===== src/rtl/hexcore_pkg.sv =====
package hexcore_pkg;

  localparam int DATA_W    = 8;
  localparam int ADDR_BITS = 8;
  localparam int REG_COUNT = 16;
  localparam int NIB_W     = 4;
  localparam int INSTR_W   = 2 * DATA_W;

  localparam logic [NIB_W-1:0] OP_LDM = 4'h1;
  localparam logic [NIB_W-1:0] OP_LDI = 4'h2;
  localparam logic [NIB_W-1:0] OP_STM = 4'h3;
  localparam logic [NIB_W-1:0] OP_MOV = 4'h4;
  localparam logic [NIB_W-1:0] OP_ADD = 4'h5;
  localparam logic [NIB_W-1:0] OP_OR  = 4'h7;
  localparam logic [NIB_W-1:0] OP_AND = 4'h8;
  localparam logic [NIB_W-1:0] OP_XOR = 4'h9;
  localparam logic [NIB_W-1:0] OP_ROR = 4'hA;
  localparam logic [NIB_W-1:0] OP_JEQ = 4'hB;
  localparam logic [NIB_W-1:0] OP_HLT = 4'hC;

  typedef enum logic [1:0] {
    ST_FETCH_HI = 2'd0,
    ST_FETCH_LO = 2'd1,
    ST_EXEC     = 2'd2,
    ST_HALT     = 2'd3
  } cpu_state_e;

  // two's-complement sum, carry dropped
  function automatic logic [DATA_W-1:0] add_wrap(input logic [DATA_W-1:0] a,
                                                 input logic [DATA_W-1:0] b);
    return a + b;
  endfunction

  // rotate right by amt modulo the data width
  function automatic logic [DATA_W-1:0] rot_right(input logic [DATA_W-1:0] v,
                                                  input logic [NIB_W-1:0] amt);
    logic [2*DATA_W-1:0] dbl;
    int unsigned         sh;
    sh  = 32'(amt) % DATA_W;
    dbl = {v, v} >> sh;
    return dbl[DATA_W-1:0];
  endfunction

endpackage


===== src/rtl/hexcore_regs.sv =====
module hexcore_regs
  import hexcore_pkg::*;
#(
  parameter int NREG = REG_COUNT,
  parameter int DW   = DATA_W
) (
  input  logic                     clk,
  input  logic                     rst,
  input  logic                     we,
  input  logic [$clog2(NREG)-1:0]  waddr,
  input  logic [DW-1:0]            wdata,
  input  logic [$clog2(NREG)-1:0]  ra_addr,
  output logic [DW-1:0]            ra_data,
  input  logic [$clog2(NREG)-1:0]  rb_addr,
  output logic [DW-1:0]            rb_data,
  input  logic [$clog2(NREG)-1:0]  rc_addr,
  output logic [DW-1:0]            rc_data,
  output logic [DW-1:0]            r0_data
);

  logic [DW-1:0] bank_q [NREG];

  always_ff @(posedge clk) begin
    if (rst) begin
      for (int i = 0; i < NREG; i++) bank_q[i] <= '0;
    end else if (we) begin
      bank_q[waddr] <= wdata;
    end
  end

  assign ra_data = bank_q[ra_addr];
  assign rb_data = bank_q[rb_addr];
  assign rc_data = bank_q[rc_addr];
  assign r0_data = bank_q[0];

endmodule


===== src/rtl/hexcore_mem.sv =====
module hexcore_mem
  import hexcore_pkg::*;
#(
  parameter int AW = ADDR_BITS,
  parameter int DW = DATA_W
) (
  input  logic          clk,
  input  logic          cpu_we,
  input  logic [AW-1:0] cpu_addr,
  input  logic [DW-1:0] cpu_wdata,
  output logic [DW-1:0] cpu_rdata,
  input  logic          dbg_we,
  input  logic [AW-1:0] dbg_addr,
  input  logic [DW-1:0] dbg_wdata,
  output logic [DW-1:0] dbg_rdata
);

  localparam int DEPTH = 1 << AW;

  logic [DW-1:0] cells_q [DEPTH];

  // core store wins over the side port on a shared edge
  always_ff @(posedge clk) begin
    if (cpu_we) begin
      cells_q[cpu_addr] <= cpu_wdata;
    end else if (dbg_we) begin
      cells_q[dbg_addr] <= dbg_wdata;
    end
  end

  assign cpu_rdata = cells_q[cpu_addr];
  assign dbg_rdata = cells_q[dbg_addr];

endmodule


===== src/rtl/hexcore_alu.sv =====
module hexcore_alu
  import hexcore_pkg::*;
(
  input  logic [NIB_W-1:0]  op,
  input  logic [DATA_W-1:0] mem_val,
  input  logic [DATA_W-1:0] imm,
  input  logic [DATA_W-1:0] r_val,
  input  logic [DATA_W-1:0] s_val,
  input  logic [DATA_W-1:0] t_val,
  input  logic [NIB_W-1:0]  rot_amt,
  output logic [DATA_W-1:0] result,
  output logic              writes
);

  always_comb begin
    result = '0;
    writes = 1'b0;
    unique case (op)
      OP_LDM: begin result = mem_val;                   writes = 1'b1; end
      OP_LDI: begin result = imm;                       writes = 1'b1; end
      OP_MOV: begin result = s_val;                     writes = 1'b1; end
      OP_ADD: begin result = add_wrap(s_val, t_val);    writes = 1'b1; end
      OP_OR:  begin result = s_val | t_val;             writes = 1'b1; end
      OP_AND: begin result = s_val & t_val;             writes = 1'b1; end
      OP_XOR: begin result = s_val ^ t_val;             writes = 1'b1; end
      OP_ROR: begin result = rot_right(r_val, rot_amt); writes = 1'b1; end
      default: begin result = '0;                       writes = 1'b0; end
    endcase
  end

endmodule


===== src/rtl/hexcore_cpu.sv =====
module hexcore_cpu
  import hexcore_pkg::*;
#(
  parameter int ADDR_W   = ADDR_BITS,
  parameter int NUM_REGS = REG_COUNT
) (
  input  logic              clk,
  input  logic              rst,
  input  logic              dbg_we,
  input  logic [ADDR_W-1:0] dbg_addr,
  input  logic [DATA_W-1:0] dbg_wdata,
  output logic [DATA_W-1:0] dbg_rdata,
  output logic              halted
);

  localparam int RAW = $clog2(NUM_REGS);

  cpu_state_e          state_q;
  logic [ADDR_W-1:0]   pc_q;
  logic [INSTR_W-1:0]  ir_q;
  logic                halted_q;

  // instruction fields
  logic [NIB_W-1:0]  op;
  logic [RAW-1:0]    fld_r, fld_s, fld_t;
  logic [DATA_W-1:0] imm;
  assign op    = ir_q[INSTR_W-1 -: NIB_W];
  assign fld_r = ir_q[2*NIB_W +: RAW];
  assign fld_s = ir_q[NIB_W +: RAW];
  assign fld_t = ir_q[0 +: RAW];
  assign imm   = ir_q[DATA_W-1:0];

  // named events
  logic exec_fire, jump_taken, halt_fire, rf_we, mem_cpu_we, alu_writes;
  logic [DATA_W-1:0] ra_data, rb_data, rc_data, r0_data, mem_rdata, alu_result;
  logic [ADDR_W-1:0] cpu_addr;
  logic [RAW-1:0]    rf_waddr;

  assign exec_fire  = (state_q == ST_EXEC);
  assign jump_taken = exec_fire && (op == OP_JEQ) && (ra_data == r0_data);
  assign halt_fire  = exec_fire && (op == OP_HLT);
  assign mem_cpu_we = exec_fire && (op == OP_STM);
  assign rf_we      = exec_fire && alu_writes;
  assign rf_waddr   = (op == OP_MOV) ? fld_t : fld_r;
  assign cpu_addr   = exec_fire ? ADDR_W'(imm) : pc_q;

  hexcore_regs #(.NREG(NUM_REGS), .DW(DATA_W)) u_regs (
    .clk     (clk),
    .rst     (rst),
    .we      (rf_we),
    .waddr   (rf_waddr),
    .wdata   (alu_result),
    .ra_addr (fld_r),
    .ra_data (ra_data),
    .rb_addr (fld_s),
    .rb_data (rb_data),
    .rc_addr (fld_t),
    .rc_data (rc_data),
    .r0_data (r0_data)
  );

  hexcore_mem #(.AW(ADDR_W), .DW(DATA_W)) u_mem (
    .clk       (clk),
    .cpu_we    (mem_cpu_we),
    .cpu_addr  (cpu_addr),
    .cpu_wdata (ra_data),
    .cpu_rdata (mem_rdata),
    .dbg_we    (dbg_we),
    .dbg_addr  (dbg_addr),
    .dbg_wdata (dbg_wdata),
    .dbg_rdata (dbg_rdata)
  );

  hexcore_alu u_alu (
    .op      (op),
    .mem_val (mem_rdata),
    .imm     (imm),
    .r_val   (ra_data),
    .s_val   (rb_data),
    .t_val   (rc_data),
    .rot_amt (fld_t),
    .result  (alu_result),
    .writes  (alu_writes)
  );

  // machine cycle sequencer
  always_ff @(posedge clk) begin
    if (rst) begin
      state_q  <= ST_FETCH_HI;
      pc_q     <= '0;
      ir_q     <= '0;
      halted_q <= 1'b0;
    end else begin
      unique case (state_q)
        ST_FETCH_HI: begin
          ir_q[INSTR_W-1:DATA_W] <= mem_rdata;
          pc_q    <= pc_q + ADDR_W'(1);
          state_q <= ST_FETCH_LO;
        end
        ST_FETCH_LO: begin
          ir_q[DATA_W-1:0] <= mem_rdata;
          pc_q    <= pc_q + ADDR_W'(1);
          state_q <= ST_EXEC;
        end
        ST_EXEC: begin
          if (halt_fire) begin
            state_q  <= ST_HALT;
            halted_q <= 1'b1;
          end else begin
            state_q <= ST_FETCH_HI;
          end
          if (jump_taken) pc_q <= ADDR_W'(imm);
        end
        default: state_q <= ST_HALT;
      endcase
    end
  end

  assign halted = halted_q;

  AST_FETCH_ADVANCE: assert property (@(posedge clk) disable iff (rst)
    exec_fire |-> pc_q == ADDR_W'($past(pc_q, 2) + 2));

  AST_JUMP_LANDS: assert property (@(posedge clk) disable iff (rst)
    jump_taken |=> pc_q == ADDR_W'($past(imm)));

  AST_HALT_CAUSE: assert property (@(posedge clk) disable iff (rst)
    $rose(halted) |-> ($past(op) == OP_HLT && $past(state_q) == ST_EXEC));

  AST_HALT_FROZEN: assert property (@(posedge clk) disable iff (rst)
    halted |=> (halted && $stable(pc_q)));

  AST_HALT_NO_WRITES: assert property (@(posedge clk) disable iff (rst)
    halted |-> (!rf_we && !mem_cpu_we));

  AST_NOP_SILENT: assert property (@(posedge clk) disable iff (rst)
    (exec_fire && (op == 4'h0 || op == 4'h6 || op > OP_HLT))
      |-> (!rf_we && !mem_cpu_we && !jump_taken));

endmodule


===== config.mk =====
export PLATFORM = sky130hd
export DESIGN_NAME = hexcore_cpu
export DESIGN_NICKNAME = d
export VERILOG_FILES = /design/src/rtl/hexcore_pkg.sv /design/src/rtl/hexcore_regs.sv /design/src/rtl/hexcore_mem.sv /design/src/rtl/hexcore_alu.sv /design/src/rtl/hexcore_cpu.sv
export SDC_FILE = /design/constraint.sdc
export NUM_CORES = 2
export LEC_CHECK = 0
export BUFFER_PORTS_ARGS = -buffer_cell sky130_fd_sc_hd__buf_2
export CAP_MARGIN = 30
export CELL_PAD_IN_SITES_DETAIL_PLACEMENT = 1
export CELL_PAD_IN_SITES_GLOBAL_PLACEMENT = 1
export CORE_ASPECT_RATIO = 1.2
export CORE_MARGIN = 5
export CORE_UTILIZATION = 58
export CTS_CLUSTER_DIAMETER = 60
export DETAILED_ROUTE_END_ITERATION = 10
export PLACE_DENSITY = 0.92
export SYNTH_ARGS = -nofsm -noshare
export SYNTH_HDL_FRONTEND = slang
export SYNTH_SLANG_ARGS = --single-unit

===== constraint.sdc =====
create_clock -name clk -period 36.3 [get_ports clk]
set_clock_uncertainty 0.1 [all_clocks]
set_input_delay 3.63 -clock clk [delete_from_list [all_inputs] [get_ports clk]]
set_output_delay 3.63 -clock clk [all_outputs]
set_load 0.05 [all_outputs]

==> metrics.md, run 1 <==
| Metric | Value |
|---|---|
| Top_reg_cell synth | `edfxtp_1` |
| Initial antenna violation count | `129` |
| Initial Util | `0.5841` |
| Syn_area_per_cell | `14.25 um2` |
| Total track usage | `0.7316` |
| H-tree depth | `4` |
| Largest net degree at the start of global routing | `251` |
| Hpwl dp | `298100 um` |
| Root Driver | `clkbuf_16` |
| Syn Std Cell Area | `0.1109 mm2` |
| Die width | `409.2 um` |
| Gpl congestion | `1.000` |
| CTS buffer count | `212` |
| Post-synthesis instance total | `7783` |
| # resized after CTS | `0` |
| Commonest cells in the synthesized netlist | `2176 x edfxtp_1, 1098 x nand2_1, 794 x mux4_2` |
| FP Rows | `175` |
| Placed cells | `10020` |
| Stopped at | `5_1_grt` |
| Yosys top cell area share | `0.5892` |
| Register bit total from synthesis | `2215` |
| Post-place setup slack | `23200 ps` |
| Top cells by area, synth | `edfxtp_1 59%, mux4_2 16%, nand2_1 3.7%` |
| Post-CTS Setup Repair Bufs | `0` |
| First Error | `[ERROR GRT-0232] Routing congestion too high. Check the congestion heatmap in the GUI.` |
| Top-count cell post-synth | `edfxtp_1` |
| Sequential-to-total area share from yosys stat | `0.5963` |
| Post-synth top area cell | `edfxtp_1` |
| Clk buf depth | `3` |
| Synth cell types | `87` |
| Die H | `489.0 um` |
| Clk sink count | `2215` |
| Status | `stopped before the end` |
| Yosys warnings | `0` |
| Syn Nets | `7820` |
| CTS Hold Buffers Added | `0` |
| EDFF count, synth | `2176` |
| Async SR Flop Fraction | `0` |
| Port Buf Inserts | `27` |
| I/O pins | `28` |
| Remaining global-route overflow | `179` |
==> per-layer routing <==
layer / GRT usage / GRT overflow
met3: 0.6481 / 5
met5: 0.5105 / 0
met1: 0.6894 / 10
met4: 0.7250 / 71
met2: 0.8668 / 93
==> kinds of logic after synthesis <==
logic type	after synthesis	share of synthesized area
fa+ha+maj	18	0.002099
flops	2215	0.5963
mux	1177	0.1960
simple gates	2271	0.08977
buf+inv	880	0.03577
compound gates	1208	0.07897
xor+xnor	14	0.001106
==> per-stage QoR <==
stage	area (um2)	hold WS, ps
floorplan	110900	392.3
global placement	113000	434.7
detailed placement	114900	452.4
CTS	122100	461.2
==> run 2, diff against run 1 <==
--- a/config.mk
+++ b/config.mk
@@ -7,14 +7,10 @@
 export LEC_CHECK = 0
 export BUFFER_PORTS_ARGS = -buffer_cell sky130_fd_sc_hd__buf_2
 export CAP_MARGIN = 30
-export CELL_PAD_IN_SITES_DETAIL_PLACEMENT = 1
-export CELL_PAD_IN_SITES_GLOBAL_PLACEMENT = 1
-export CORE_ASPECT_RATIO = 1.2
 export CORE_MARGIN = 5
-export CORE_UTILIZATION = 58
-export CTS_CLUSTER_DIAMETER = 60
+export CORE_UTILIZATION = 40
 export DETAILED_ROUTE_END_ITERATION = 10
-export PLACE_DENSITY = 0.92
+export PLACE_DENSITY_LB_ADDON = 0.15
 export SYNTH_ARGS = -nofsm -noshare
 export SYNTH_HDL_FRONTEND = slang
 export SYNTH_SLANG_ARGS = --single-unit
==> metrics.md, run 2 <==
| Metric | Value |
|---|---|
| Biggest regs | `u_mem.cells_q x2048, u_regs.bank_q x128, ir_q x16` |
| RSZ-0062 raised after global routing | `no` |
| Root Driver | `clkbuf_16` |
| H-tree depth | `5` |
| CTS buffer count | `266` |
| Layout cells sized above 1 | `0.2192` |
| Initial Util | `0.4014` |
| Drt pass-1 iters | `8` |
| Post-synth top area cell | `edfxtp_1` |
| Final Hold Viols | `0` |
| FP Rows | `193` |
| Vias/cell | `6.667` |
| Yosys top cell area share | `0.5892` |
| Port Buf Inserts | `27` |
| Critical path endpoint category | `primary output` |
| I/O pins | `28` |
| Critical path arrival | `11160 ps` |
| CTS tree | `yes` |
| Most Frequent Cell on Critical Path | `buf_4` |
| Synth cell types | `87` |
| Critical path fanouts, max | `50` |
| Largest register FFs | `2048` |
| Max_slew headroom | `0.2015` |
| Gpl congestion | `0.9120` |
| First-pass GRT wire length | `609100 um` |
| Hpwl dp | `281100 um` |
| CTS clock-pin slew for the worst setup and hold paths | `50 ps` |
| Syn Nets | `7820` |
| Worst Path Required | `32570 ps` |
| Register bit total from synthesis | `2215` |
| Remaining global-route overflow | `0` |
| Post-layout util | `0.4531` |
| Worst-Margin Slew | `1187 ps` |
| Initial antenna violation count | `32` |
| CP Launch Type | `input pin` |
| Most common cell after layout, fill and taps aside | `edfxtp_1` |
| Clk buf depth | `4` |
| Static power due to leakage | `41.05 nW` |
| Most frequent cells in the layout | `2176 x edfxtp_1, 1078 x nand2_1, 794 x mux4_2, 472 x nor2_1, 415 x a211oi_1` |
| Status | `finished clean` |
| CORE AREA | `0.2763 mm2` |
| Max Clock Freq | `0.06715 GHz` |
| Commonest cells in the synthesized netlist | `2176 x edfxtp_1, 1098 x nand2_1, 794 x mux4_2` |
| Clk sink count | `2215` |
| Clk_lat worst skew | `880 ps` |
| Post-synthesis instance total | `7783` |
| VDD IR max | `0.03798 mV` |
| Die H | `536.5 um` |
| Most flops, register | `u_mem.cells_q` |
| Fin crit share | `0.4102` |
| Syn_area_per_cell | `14.25 um2` |
| Per-cell routed wire length | `37.45 um` |
| Flop pwr share | `0.438` |
| Final Non-Filler Cells | `11810` |
| TNS Setup | `0 ps` |
| Internal Power | `4.785 mW` |
| Area growth syn-to-layout | `12.88%` |
| Drt drc | `0` |
| CTS Hold Buffers Added | `0` |
| DRT iter0 DRCs | `12470` |
| Top-count cell post-synth | `edfxtp_1` |
| Slew Limit Fails | `0` |
| DIE AREA | `0.2879 mm2` |
| Hold_ws | `387.1 ps` |
| Sw Ratio | `0.2952` |
| Worst setup margin | `21410 ps` |
| Total track usage | `0.2998` |
| Crit path time final | `14890 ps` |
| Fillers | `24240` |
| Slowest CP cell | `buf_4` |
| Sequential-to-total area share from yosys stat | `0.5963` |
| WS Path Type | `input pin to primary output` |
| Top_reg_cell synth | `edfxtp_1` |
| Yosys warnings | `0` |
| Async SR Flop Fraction | `0` |
| Buffers and inverters on the worst path | `9` |
| Largest net degree at the start of global routing | `214` |
| Worst hold path class | `register to register` |
| Vias | `78700` |
| Comb pwr share | `0.182` |
| Placed cells | `11310` |
| Crit path max-delay family | `buffers and inverters` |
| Die width | `536.5 um` |
| Vias in the first global route | `75750` |
| Crit path cell chain | `buf_8, buf_4, buf_4, buf_4, buf_4, buf_16, buf_4, buf_4, mux4_2, mux4_2, mux4_2, mux4_2, buf_2` |
| Crit-path max cell delay | `760 ps` |
| Post-place setup slack | `20980 ps` |
| Top cells by area, synth | `edfxtp_1 59%, mux4_2 16%, nand2_1 3.7%` |
| Fin nets | `7927` |
| # resized after CTS | `0` |
| Total routed wirelength | `442100 um` |
| Number of setup violations in the final report | `0` |
| Syn Std Cell Area | `0.1109 mm2` |
| EDFF count, synth | `2176` |
| Max-cap violations | `0` |
| Post-CTS Setup Repair Bufs | `0` |
| Clock power frac | `0.380` |
| Post-DRT Antenna Nets | `0` |
| PD cells | `54.24 mW/mm2` |
| P_sw | `2.004 mW` |
-- run 2: cell counts after synthesis --
No cell type changed its count.
-- run 2: through the flow --
stage | cell area (um2) | power [mW]
final | 125200 | 6.789
after detailed placement | 116700 | 4.227
after global placement | 115900 | 4.214
after CTS | 124900 | 6.786
after global routing | 125200 | 6.966
after floorplan | 110900 | 3.809
-- run 2: power by group through the flow --
stage	logic [mW]	clock network (mW)	registers (mW)
final	1.23	2.58	2.97
after global routing	1.28	2.72	2.97
after CTS	1.20	2.61	2.97
after detailed placement	1.20	0	3.03
after global placement	1.19	0	3.03
after floorplan	0.710	0	3.10
-- run 2: metal layers --
layer  vias up  GRT usage  wire (um)
met1     40590     0.3959     164600
met3      1153    0.08278      52580
li1      31260          -          -
met5         -          0        125
met2      5683     0.4544     197200
met4        18     0.1566      27510
-- run 2: logic make-up after synthesis --
logic type	count (synthesis)	synth area share
buf+inv	880	0.03577
mux	1177	0.1960
fa+ha+maj	18	0.002099
simple gates	2271	0.08977
flops	2215	0.5963
xor+xnor	14	0.001106
compound gates	1208	0.07897
-- run 2: final timing paths --
check	cells past startpoint	start	endpoint	slack, ps
setup / recovery	13	dbg_addr[1]	dbg_rdata[3]	21410
hold reg to reg	2	halted$_SDFFE_PP0P_	halted$_SDFFE_PP0P_	390
hold / removal	2	halted$_SDFFE_PP0P_	halted$_SDFFE_PP0P_	390
setup reg to reg	15	state_q[0]$_SDFF_PP0_	u_regs.bank_q[7][1]$_SDFFCE_PN0P_	27740
-- run 2: layout make-up --
class / instances / area (um2) / share of cell area
clock buffers: 323 / 6944 / 0.05548
repair buffers: 501 / 4188 / 0.03346
diodes: 15 / 37.54 / 0.0002999
flip-flops and latches: 2215 / 66140 / 0.5284
multi-input cells: 4688 / 41160 / 0.3289
clock inverters: 140 / 1239 / 0.009896
well taps: 3705 / 4636 / 0.03703
inverters: 218 / 825.8 / 0.006597
-- run 2: worst register-to-register path, delay by kind of cell, from the launching register on --
kind	cells	cell delay (ps)
buf+inv	6	3310
simple gates	4	2070
flops	1	310
compound gates	5	2540
(Power assumes the default switching activity.)
